[config.mk]
export PLATFORM = sky130hd
export DESIGN_NAME = mdio_mgmt_master
export DESIGN_NICKNAME = d
export VERILOG_FILES = /design/src/rtl/mdio_mgmt_pkg.sv /design/src/rtl/mdio_mgmt_clkdiv.sv /design/src/rtl/mdio_mgmt_engine.sv /design/src/rtl/mdio_mgmt_regs.sv /design/src/rtl/mdio_mgmt_master.sv
export SDC_FILE = /design/constraint.sdc
export NUM_CORES = 1
export LEC_CHECK = 0
export BUFFER_PORTS_ARGS = -buffer_cell sky130_fd_sc_hd__buf_4
export CAP_MARGIN = 20
export CELL_PAD_IN_SITES_DETAIL_PLACEMENT = 1
export CELL_PAD_IN_SITES_GLOBAL_PLACEMENT = 1
export CORE_MARGIN = 3
export CORE_UTILIZATION = 28
export DETAILED_ROUTE_END_ITERATION = 8
export HOLD_SLACK_MARGIN = 0.06
export PLACE_DENSITY = 0.58
export SETUP_SLACK_MARGIN = 0.5
export SYNTH_ARGS = -nofsm -noshare
export SYNTH_HDL_FRONTEND = slang
export SYNTH_HIERARCHICAL = 1
export SYNTH_SLANG_ARGS = --single-unit
[constraint.sdc]
create_clock -name clk -period 3 [get_ports clk]
set_input_delay 0.3 -clock clk [delete_from_list [all_inputs] [get_ports clk]]
set_output_delay 0.3 -clock clk [all_outputs]
set_load 0.02 [all_outputs]
[src/rtl/mdio_mgmt_pkg.sv]
package mdio_mgmt_pkg;
  localparam int FRAME_BITS   = 64;
  localparam int DATA_BITS    = 16;
  localparam int RD_DRIVEN    = 46;
  localparam int DATA_FIRST   = 48;
  localparam int ADDR_W       = 4;

  localparam logic [1:0] SLOT_CFG   = 2'd0;
  localparam logic [1:0] SLOT_CTRL  = 2'd1;
  localparam logic [1:0] SLOT_WDATA = 2'd2;
  localparam logic [1:0] SLOT_RDATA = 2'd3;

  localparam int CFG_EN_BIT  = 16;
  localparam int CTL_PHY_LSB = 0;
  localparam int CTL_REG_LSB = 8;
  localparam int CTL_RD_BIT  = 14;
  localparam int CTL_GO_BIT  = 15;
  localparam int CTL_RDY_BIT = 31;

  typedef enum logic [1:0] {ENG_IDLE, ENG_ARM, ENG_SHIFT} eng_state_e;

  typedef struct packed {
    logic        rd;
    logic [4:0]  phy;
    logic [4:0]  regad;
    logic [15:0] wdata;
  } mdio_req_t;

  function automatic logic [FRAME_BITS-1:0] build_frame(mdio_req_t r);
    return {32'hFFFF_FFFF, 2'b01, (r.rd ? 2'b10 : 2'b01), r.phy, r.regad,
            (r.rd ? 2'b11 : 2'b10), (r.rd ? 16'hFFFF : r.wdata)};
  endfunction
endpackage

[src/rtl/mdio_mgmt_clkdiv.sv]
module mdio_mgmt_clkdiv #(
  parameter int DIV_W = 8
) (
  input  logic             clk,
  input  logic             rst_n,
  input  logic             en,
  input  logic [DIV_W-1:0] div,
  output logic             mdc,
  output logic             rise_tick,
  output logic             fall_tick
);
  logic [DIV_W-1:0] cnt_q;
  logic             mdc_q;
  logic             hit;

  assign hit       = en && (cnt_q >= div);
  assign rise_tick = hit && !mdc_q;
  assign fall_tick = hit && mdc_q;
  assign mdc       = mdc_q;

  always_ff @(posedge clk) begin
    if (!rst_n) begin
      cnt_q <= '0;
      mdc_q <= 1'b0;
    end else if (!en) begin
      cnt_q <= '0;
      mdc_q <= 1'b0;
    end else if (hit) begin
      cnt_q <= '0;
      mdc_q <= ~mdc_q;
    end else begin
      cnt_q <= cnt_q + 1'b1;
    end
  end


  mdc_idle_low_chk: assert property (@(posedge clk) disable iff (!rst_n)
    !en |=> !mdc_q);

  mdc_rise_enabled_chk: assert property (@(posedge clk) disable iff (!rst_n)
    $rose(mdc_q) |-> $past(en));
endmodule

[src/rtl/mdio_mgmt_engine.sv]
module mdio_mgmt_engine
  import mdio_mgmt_pkg::*;
(
  input  logic                 clk,
  input  logic                 rst_n,
  input  logic                 en,
  input  logic                 start,
  input  mdio_req_t            req,
  input  logic                 rise_tick,
  input  logic                 fall_tick,
  input  logic                 mdio_i,
  output logic                 busy,
  output logic                 mdio_o,
  output logic                 mdio_oe,
  output logic [DATA_BITS-1:0] result
);
  localparam int IDX_W = $clog2(FRAME_BITS);
  localparam logic [IDX_W-1:0] LAST_IDX  = IDX_W'(FRAME_BITS - 1);
  localparam logic [IDX_W-1:0] REL_IDX   = IDX_W'(RD_DRIVEN);
  localparam logic [IDX_W-1:0] FIRST_DAT = IDX_W'(DATA_FIRST);

  eng_state_e              state_q;
  logic [FRAME_BITS-1:0]   frame_q;
  logic [IDX_W-1:0]        idx_q;
  logic [IDX_W-1:0]        idx_nxt;
  logic                    rd_q;
  logic                    mdo_q;
  logic                    oe_q;
  logic [DATA_BITS-1:0]    cap_q;
  logic [DATA_BITS-1:0]    res_q;

  assign idx_nxt = idx_q + 1'b1;
  assign busy    = (state_q != ENG_IDLE);
  assign mdio_o  = mdo_q;
  assign mdio_oe = oe_q;
  assign result  = res_q;

  always_ff @(posedge clk) begin
    if (!rst_n) begin
      state_q <= ENG_IDLE;
      frame_q <= '0;
      idx_q   <= '0;
      rd_q    <= 1'b0;
      mdo_q   <= 1'b1;
      oe_q    <= 1'b0;
      cap_q   <= '0;
      res_q   <= '0;
    end else if (!en) begin
      state_q <= ENG_IDLE;
      mdo_q   <= 1'b1;
      oe_q    <= 1'b0;
    end else begin
      unique case (state_q)
        ENG_IDLE: begin
          if (start) begin
            frame_q <= build_frame(req);
            rd_q    <= req.rd;
            state_q <= ENG_ARM;
          end
        end
        ENG_ARM: begin
          if (fall_tick) begin
            mdo_q   <= frame_q[FRAME_BITS-1];
            oe_q    <= 1'b1;
            idx_q   <= '0;
            state_q <= ENG_SHIFT;
          end
        end
        ENG_SHIFT: begin
          if (rise_tick && rd_q && (idx_q >= FIRST_DAT))
            cap_q <= {cap_q[DATA_BITS-2:0], mdio_i};
          if (fall_tick) begin
            if (idx_q == LAST_IDX) begin
              state_q <= ENG_IDLE;
              mdo_q   <= 1'b1;
              oe_q    <= 1'b0;
              if (rd_q) res_q <= cap_q;
            end else begin
              idx_q   <= idx_nxt;
              frame_q <= {frame_q[FRAME_BITS-2:0], 1'b0};
              mdo_q   <= frame_q[FRAME_BITS-2];
              oe_q    <= !(rd_q && (idx_nxt >= REL_IDX));
            end
          end
        end
        default: state_q <= ENG_IDLE;
      endcase
    end
  end


  rd_release_chk: assert property (@(posedge clk) disable iff (!rst_n)
    (state_q == ENG_SHIFT && rd_q && idx_q >= REL_IDX) |-> !oe_q);

  tx_on_fall_chk: assert property (@(posedge clk) disable iff (!rst_n)
    (!$stable(mdo_q) && $past(en)) |-> $past(fall_tick));

  start_busy_chk: assert property (@(posedge clk) disable iff (!rst_n)
    start |=> (state_q != ENG_IDLE));

  abort_release_chk: assert property (@(posedge clk) disable iff (!rst_n)
    !en |=> (!oe_q && state_q == ENG_IDLE));
endmodule

[src/rtl/mdio_mgmt_regs.sv]
module mdio_mgmt_regs
  import mdio_mgmt_pkg::*;
#(
  parameter int DIV_W = 8
) (
  input  logic                 clk,
  input  logic                 rst_n,
  input  logic                 wr_en,
  input  logic [ADDR_W-1:0]    addr,
  input  logic [31:0]          wdata,
  input  logic                 busy,
  input  logic [DATA_BITS-1:0] result,
  output logic                 en,
  output logic [DIV_W-1:0]     div,
  output logic                 start,
  output mdio_req_t            req,
  output logic [31:0]          rdata
);
  logic [DIV_W-1:0]     div_q;
  logic                 en_q;
  logic [4:0]           phy_q;
  logic [4:0]           reg_q;
  logic                 rd_q;
  logic [DATA_BITS-1:0] wd_q;
  logic                 ready;
  logic [1:0]           slot;

  assign slot  = addr[3:2];
  assign ready = en_q && !busy;
  assign start = wr_en && (slot == SLOT_CTRL) && wdata[CTL_GO_BIT] && ready;
  assign en    = en_q;
  assign div   = div_q;

  assign req.rd    = wdata[CTL_RD_BIT];
  assign req.phy   = wdata[CTL_PHY_LSB +: 5];
  assign req.regad = wdata[CTL_REG_LSB +: 5];
  assign req.wdata = wd_q;

  always_ff @(posedge clk) begin
    if (!rst_n) begin
      div_q <= '0;
      en_q  <= 1'b0;
      phy_q <= '0;
      reg_q <= '0;
      rd_q  <= 1'b0;
      wd_q  <= '0;
    end else if (wr_en) begin
      unique case (slot)
        SLOT_CFG: begin
          div_q <= wdata[DIV_W-1:0];
          en_q  <= wdata[CFG_EN_BIT];
        end
        SLOT_CTRL: begin
          if (start) begin
            phy_q <= wdata[CTL_PHY_LSB +: 5];
            reg_q <= wdata[CTL_REG_LSB +: 5];
            rd_q  <= wdata[CTL_RD_BIT];
          end
        end
        SLOT_WDATA: wd_q <= wdata[DATA_BITS-1:0];
        default: ;
      endcase
    end
  end

  always_comb begin
    rdata = '0;
    unique case (slot)
      SLOT_CFG: begin
        rdata[DIV_W-1:0]  = div_q;
        rdata[CFG_EN_BIT] = en_q;
      end
      SLOT_CTRL: begin
        rdata[CTL_PHY_LSB +: 5] = phy_q;
        rdata[CTL_REG_LSB +: 5] = reg_q;
        rdata[CTL_RD_BIT]       = rd_q;
        rdata[CTL_RDY_BIT]      = ready;
      end
      SLOT_WDATA: rdata[DATA_BITS-1:0] = wd_q;
      default:    rdata[DATA_BITS-1:0] = result;
    endcase
  end


  ready_drop_chk: assert property (@(posedge clk) disable iff (!rst_n)
    start |=> !ready);

  ctrl_hold_chk: assert property (@(posedge clk) disable iff (!rst_n)
    (wr_en && slot == SLOT_CTRL && !ready) |=> $stable({phy_q, reg_q, rd_q}));
endmodule

[src/rtl/mdio_mgmt_master.sv]
module mdio_mgmt_master
  import mdio_mgmt_pkg::*;
#(
  parameter int DIV_W = 8
) (
  input  logic              clk,
  input  logic              rst_n,
  input  logic              bus_wr_en,
  input  logic [ADDR_W-1:0] bus_addr,
  input  logic [31:0]       bus_wdata,
  output logic [31:0]       bus_rdata,
  output logic              mdc,
  output logic              mdio_o,
  output logic              mdio_oe,
  input  logic              mdio_i
);
  logic                 en;
  logic [DIV_W-1:0]     div;
  logic                 start;
  mdio_req_t            req;
  logic                 busy;
  logic [DATA_BITS-1:0] result;
  logic                 rise_tick;
  logic                 fall_tick;

  mdio_mgmt_regs #(.DIV_W(DIV_W)) u_regs (
    .clk(clk), .rst_n(rst_n), .wr_en(bus_wr_en), .addr(bus_addr),
    .wdata(bus_wdata), .busy(busy), .result(result), .en(en), .div(div),
    .start(start), .req(req), .rdata(bus_rdata)
  );

  mdio_mgmt_clkdiv #(.DIV_W(DIV_W)) u_clkdiv (
    .clk(clk), .rst_n(rst_n), .en(en), .div(div), .mdc(mdc),
    .rise_tick(rise_tick), .fall_tick(fall_tick)
  );

  mdio_mgmt_engine u_engine (
    .clk(clk), .rst_n(rst_n), .en(en), .start(start), .req(req),
    .rise_tick(rise_tick), .fall_tick(fall_tick), .mdio_i(mdio_i),
    .busy(busy), .mdio_o(mdio_o), .mdio_oe(mdio_oe), .result(result)
  );
endmodule

* After elaboration in Yosys (flattened, before gate mapping) *
Index checks and enable logic that the tools add are counted.

cells by class
  $add $sub $neg = 2
  muxes and demuxes = 32
  order comparisons = 3
  bitwise operators = 3
  reduce and logical (&&, ||, !) cells = 31
  equality and inequality tests = 10

operators with widths
  kind                                                       number
  two-way mux 64 bit                                         3
  one-hot mux 64 bit (2 select lines)                        1
  one-hot mux 5 bit (3 select lines)                         2
  two-way mux 6 bit                                          3
  two-way mux 16 bit                                         1
  AND reduction 5 bit                                        3
  greater-or-equal comparator 6 bit (second input constant)  2
  one-hot mux 6 bit (2 select lines)                         1
  AND reduction 3 bit                                        4
  logical AND 1 bit                                          10
  two-way mux 2 bit                                          5
  two-way mux 1 bit                                          9
  one-hot mux 3 bit (3 select lines)                         1
  adder 8 x 1 -> 8 bit (second input constant)               1
  greater-or-equal comparator 8 bit                          1
  inequality test 2 bit (second input constant)              4
  one-hot mux 1 bit (2 select lines)                         4
  adder 6 x 1 -> 6 bit (second input constant)               1
  == test 6 bit (second input constant)                      1
  one-hot mux 2 bit (3 select lines)                         1
  AND reduction 2 bit                                        3
  nonzero test 2 bit                                         3
  == test 2 x 1 -> 1 bit (second input constant)             2
  == test 2 bit (second input constant)                      2
  8 further kinds                                            13

word-level totals
  input bits = 40
  word-level logic and storage cells = 97
  output and inout bits = 35
  flip-flop bits (word level) = 152

* Depth between registers and ports, before layout *
  depth in word-level cells = 7
  depth in mapped cells = 12
  mapped depth without buffers = 11

* Modules after synthesis *
The synthesis kept the hierarchy.

by module, submodules not included
  module            instances  area an instance (µm²)  sequential area each (µm²)  cells an instance
  mdio_mgmt_engine  1          4409.2                  2142.1                      477
  mdio_mgmt_regs    1          1974.4                  720.7                       215
  mdio_mgmt_clkdiv  1          640.6                   180.2                       70

* Worst setup path before layout *
No wires, ideal clock.

  path kind = register -> register
  from = reg u_clkdiv.cnt_q[0]
  to = reg u_engine.frame_q[17]
  slack = 0.369 ns
  setup time = 0.119 ns
  required time = 2.881 ns
  cell stages (with the launch flop) = 13
  buffers on the path = 2
  data arrival time = 2.512 ns
  clock period less this slack = 2.631 ns
  cells stage by stage = dfxtp_1 -> inv_1 -> ha_1 -> nand2b_4 -> a2111oi_4 -> o311ai_4 -> and3_2 -> and2_1 -> nand2_1 -> or2_1 -> buf_4 -> buf_6 -> o221a_2

between the ends
  word-level cells in the longest chain between the ends = 5

RTL lines
  item                               RTL line                RTL
  start, declared                    mdio_mgmt_clkdiv.sv:12  logic [DIV_W-1:0] cnt_q;
  start signal, assigned             mdio_mgmt_clkdiv.sv:32  cnt_q <= cnt_q + 1'b1;
  greater-or-equal comparator 8 bit  mdio_mgmt_clkdiv.sv:16  assign hit = en && (cnt_q >= div);
  logical AND 1 bit                  mdio_mgmt_clkdiv.sv:16
  logical AND 1 bit                  mdio_mgmt_clkdiv.sv:18  assign fall_tick = hit && mdc_q;
  named net fall_tick                mdio_mgmt_master.sv:24  logic fall_tick;
  inequality test 2 bit (no line)    -
  AND reduction 5 bit (no line)      -
  end signal, assigned               mdio_mgmt_engine.sv:56  frame_q <= build_frame(req);
  end signal, assigned               mdio_mgmt_engine.sv:80  frame_q <= {frame_q[FRAME_BITS-2:0], 1'b0};
  end, declared                      mdio_mgmt_engine.sv:23  logic [FRAME_BITS-1:0] frame_q;

The timed path passes the listed nets, and every way through them passes these cells.
A chain may end at the register's enable or synchronous reset.

* Final worst setup path *
  from = reg u_clkdiv.cnt_q[0]
  to = reg u_engine.frame_q[35]

The elaborated chain is that of the path after synthesis.

==> summary.txt <==
STA
  • Final Max Tran Viols: 0
  • RSZ-0062 raised after global routing: yes
  • Max_slew headroom: 0.329
  • Setup TNS: 0 ns
  • Worst-Margin Slew: 1.01 ns
  • F_max: 0.399 GHz
  • Final setup vio count: 0
  • Tmin final: 2.51 ns
  • Ratio of final minimum period to clock period: 0.835
  • Final Hold Vio Count: 0
  • Worst Skew: 0.0107 ns

Worst setup path
  • R2R setup slack: 0.49 ns
  • Crit Path Class: register to register
  • Crit path launch type: register
  • R2R Path End: u_engine/frame_q[35]$_SDFFE_PN0P_
  • Max incr delay on CP: 0.33 ns
  • Worst Path Required: 3.31 ns
  • Delay-heaviest family, CP: simple AND/OR/NAND/NOR gates
  • Crit path DAT: 2.81 ns
  • Worst Path Buf+Inv: 3
  • FF-to-FF Start: u_clkdiv/cnt_q[0]$_SDFF_PP0_
  • Crit-path cells: inv_2 > ha_4 > nand2b_4 > a2111oi_4 > buf_4 > o311ai_4 > and3_4 > and2_4 > nand2_4 > or2_4 > buf_12 > o221a_2
  • CP max FO: 19
  • Slowest stage cell, crit path: dfxtp_2
  • Cell depth of the worst flop-to-flop path: 12
  • Endpoint class of the critical path: register

Final layout
  • Multi-input gate area: 3620 um2
  • Final Core Density: 0.348
  • Fraction of layout cells with a size suffix above 1: 0.249
  • Ant. Diodes: 0
  • Final Instance Area: 8510 um2
  • Fillers: 2799
  • Final nets: 840
  • Synth-to-Final Area Change: 21.2%
  • Commonest non-fill, non-tap cells in the layout: nand2_1 (170), dfxtp_1 (142), buf_4 (65)
  • Area taken by flip-flops and latches: 3060 um2
  • Commonest non-fill, non-tap cell in the layout: nand2_1

Place
  • Hpwl dp: 12100 um
  • GPL Wtd Cong: 0.733
  • Area of placed instances: 7460 um2
  • Buffers on Ports: 43

Routing
  • Detail Route Antenna Nets: 0
  • # DRC: 0
  • Routed WL per cell: 17.4 um
  • WL met3: 806 um
  • Top Metal Used: met4
  • Vias: 5523
  • Drt total wl: 19600 um
  • Pre-antenna DRT Iters: 4
  • Met2 routed WL: 8890 um
  • Iter 0 DRT Violations: 310
  • Vias per inst: 4.90
  • M1 WL: 9700 um

Worst hold path
  • Hold_sp: mdio_i
  • Worst min path class: input port to register
  • Hold Crit Endpoint: u_engine/cap_q[0]$_SDFFE_PN0P_
  • Worst hold path stage count: 3

Logic synthesis
  • Largest area contributor in the netlist: dfxtp_1
  • Part of the Yosys area used for sequential elements: 0.433
  • Area fraction of the dominant cell type after synthesis: 0.433
  • Yosys cell types: 64
  • Post-Synthesis Cells: 762
  • Post-Syn Area per Cell: 9.22 um2
  • Synth Register Bits: 152
  • Synth Cell Area: 7020 um2
  • FFs w/ async S/R, synth: 0
  • Synth top area cells: dfxtp_1 (43%), nand2_1 (9.2%), o221a_2 (5.5%), a21boi_0 (4.1%), mux2i_1 (3.7%)
  • Leading register cell type out of synthesis: dfxtp_1
  • EDFF count, synth: 0
  • Ys Warns: 6

Global routing
  • Vias in the first global route: 5419
  • GRT Total Usage: 0.143
  • Global-route wire length before repair: 30300 um
  • Grt ovf: 0
  • Initial antenna violation count: 0
  • Largest net degree at the start of global routing: 141

Power
  • Clock power frac: 0.502
  • Cell Pwr Density: 536 nW/um2
  • Comb pwr share: 0.051
  • Leak: 0.00322 uW
  • Sequential share of power: 0.448
  • Sw Pwr: 1030 uW
  • Sw Share: 0.225
  • Cell-internal power: 3540 uW
  • Worst vdd ir: 0.306 mV

CTS
  • CTS Buffer Depth: 2
  • Cts hold-fix bufs: 0
  • CTS clk-pin slew, worst paths: 0.06 ns
  • Root Driver: clkbuf_16
  • Clk sink count: 152
  • TritonCTS clock tree: yes
  • Clock Latency Late Sink: 0.42 ns
  • H-tree Lvls: 4
  • Cts bufs inserted: 17

Die
  • FP Rows: 57
  • DIE AREA: 27000 um2
  • IO Pins: 75
  • Die width: 164 um
  • Die span in y: 164 um
  • Initial Utilization: 0.287
  • Core ar.: 24500 um2

Outcome
  • Status: complete, no violations

Flow run
  • MaxCap Viol Count: 0
==> synthesized netlist by cell type, types with 14 or more instances <==
master and n:
o2111ai_1 17, nand2_1 172, mux2i_1 26, a21boi_1 16
dfxtp_1 152, o221a_2 34, nand3_1 21, nor3_1 14
buf_4 29, buf_2 17, a21boi_0 38, o21ai_0 26
clkbuf_1 29, or3_1 19
==> layout make-up <==
| cell class | count | share of cell area |
|---|---|---|
| Clock buffer | 21 | 0.0529 |
| Clock inverter | 11 | 0.0200 |
| Multi-Input combinational cell | 527 | 0.426 |
| Sequential cell | 152 | 0.359 |
| Tap cell | 324 | 0.0476 |
| Inverter | 12 | 0.00529 |
| Timing Repair Buffer | 79 | 0.0894 |
==> metrics by stage <==
step	cells	setup WS (ns)	hold slack, ns	total power [uW]
final	1126	0.494	0.129	4570
after global routing	1126	0.378	0.116	4740
after CTS	1113	0.484	0.110	4620
after detailed placement	1071	0.306	0.446	2310
after global placement	1071	0.335	0.445	2310
after floorplan	775	0.448	0.432	2250
==> worst max path at each step <==
stage	start	endpoint	slack, ns	cells after the start
floorplan	u_regs/div[6]$_SDFFE_PN0P_	u_engine/frame_q[17]$_SDFFE_PN0P_	0.45	11
finish	u_clkdiv/cnt_q[0]$_SDFF_PP0_	u_engine/frame_q[35]$_SDFFE_PN0P_	0.49	12
global placement	u_regs/div[4]$_SDFFE_PN0P_	u_engine/frame_q[27]$_SDFFE_PN0P_	0.34	10
CTS	u_clkdiv/cnt_q[0]$_SDFF_PP0_	u_engine/frame_q[35]$_SDFFE_PN0P_	0.48	12
detailed placement	u_clkdiv/cnt_q[0]$_SDFF_PP0_	u_engine/idx_q[5]$_SDFFE_PN0P_	0.31	12
global route	u_clkdiv/cnt_q[0]$_SDFF_PP0_	u_engine/frame_q[3]$_SDFFE_PN0P_	0.38	12
==> timing repair <==
| action | CTS | global route |
|---|---|---|
| endpoints found under the setup margin | 99 | 101 |
| cloned | 3 | 5 |
| resized for setup | 15 | 31 |
| buffers inserted | 7 | 8 |
| pin swaps | 4 | 9 |
==> routing by layer <==
metal	GRT usage	up-vias
met2	0.214	73
met1	0.210	2714
met3	0.0278	13
met4	0.0358	0
met5	0	-
li1	-	2723
==> flip-flops by register name, indices dropped and copies added (netlist names) <==
name              flops
u_engine/idx_q        6
u_regs/div            8
u_engine/mdio_oe      1
u_engine/cap_q       16
u_clkdiv/cnt_q        8
u_regs/wd_q          16
u_engine/frame_q     64
u_regs/en             1
u_regs/rd_q           1
u_engine/result      16
u_regs/reg_q          5
u_regs/phy_q          5
u_clkdiv/mdc          1
u_engine/rd_q         1
u_engine/state_q      2
u_engine/mdio_o       1
==> cells by family after synthesis <==
group,share of synthesized area
other,0.000534
AND/OR/NAND/NOR,0.191
adder cells (fa/ha/maj),0.0196
AO/OA/AOI/OAI,0.206
multiplexers,0.0627
buffers and inverters,0.0787
XOR/XNOR,0.00873
flip-flops,0.433
==> worst min-delay path, cell delays in order <==
cell      delay (ns)
buf_4           0.10
nand2_1         0.05
a21boi_1        0.05
==> power by group through the flow <==
| stage | clock network, uW | logic, uW | registers [uW] |
|---|---|---|---|
| 6_report | 2290 | 231 | 2040 |
| 3_3_place_gp | 0 | 222 | 2090 |
| 4_1_cts | 2350 | 229 | 2040 |
| 5_1_grt | 2450 | 253 | 2040 |
| 3_5_place_dp | 0 | 223 | 2090 |
| 2_1_floorplan | 0 | 167 | 2080 |
Note: power is estimated with default switching activity, not from simulation.
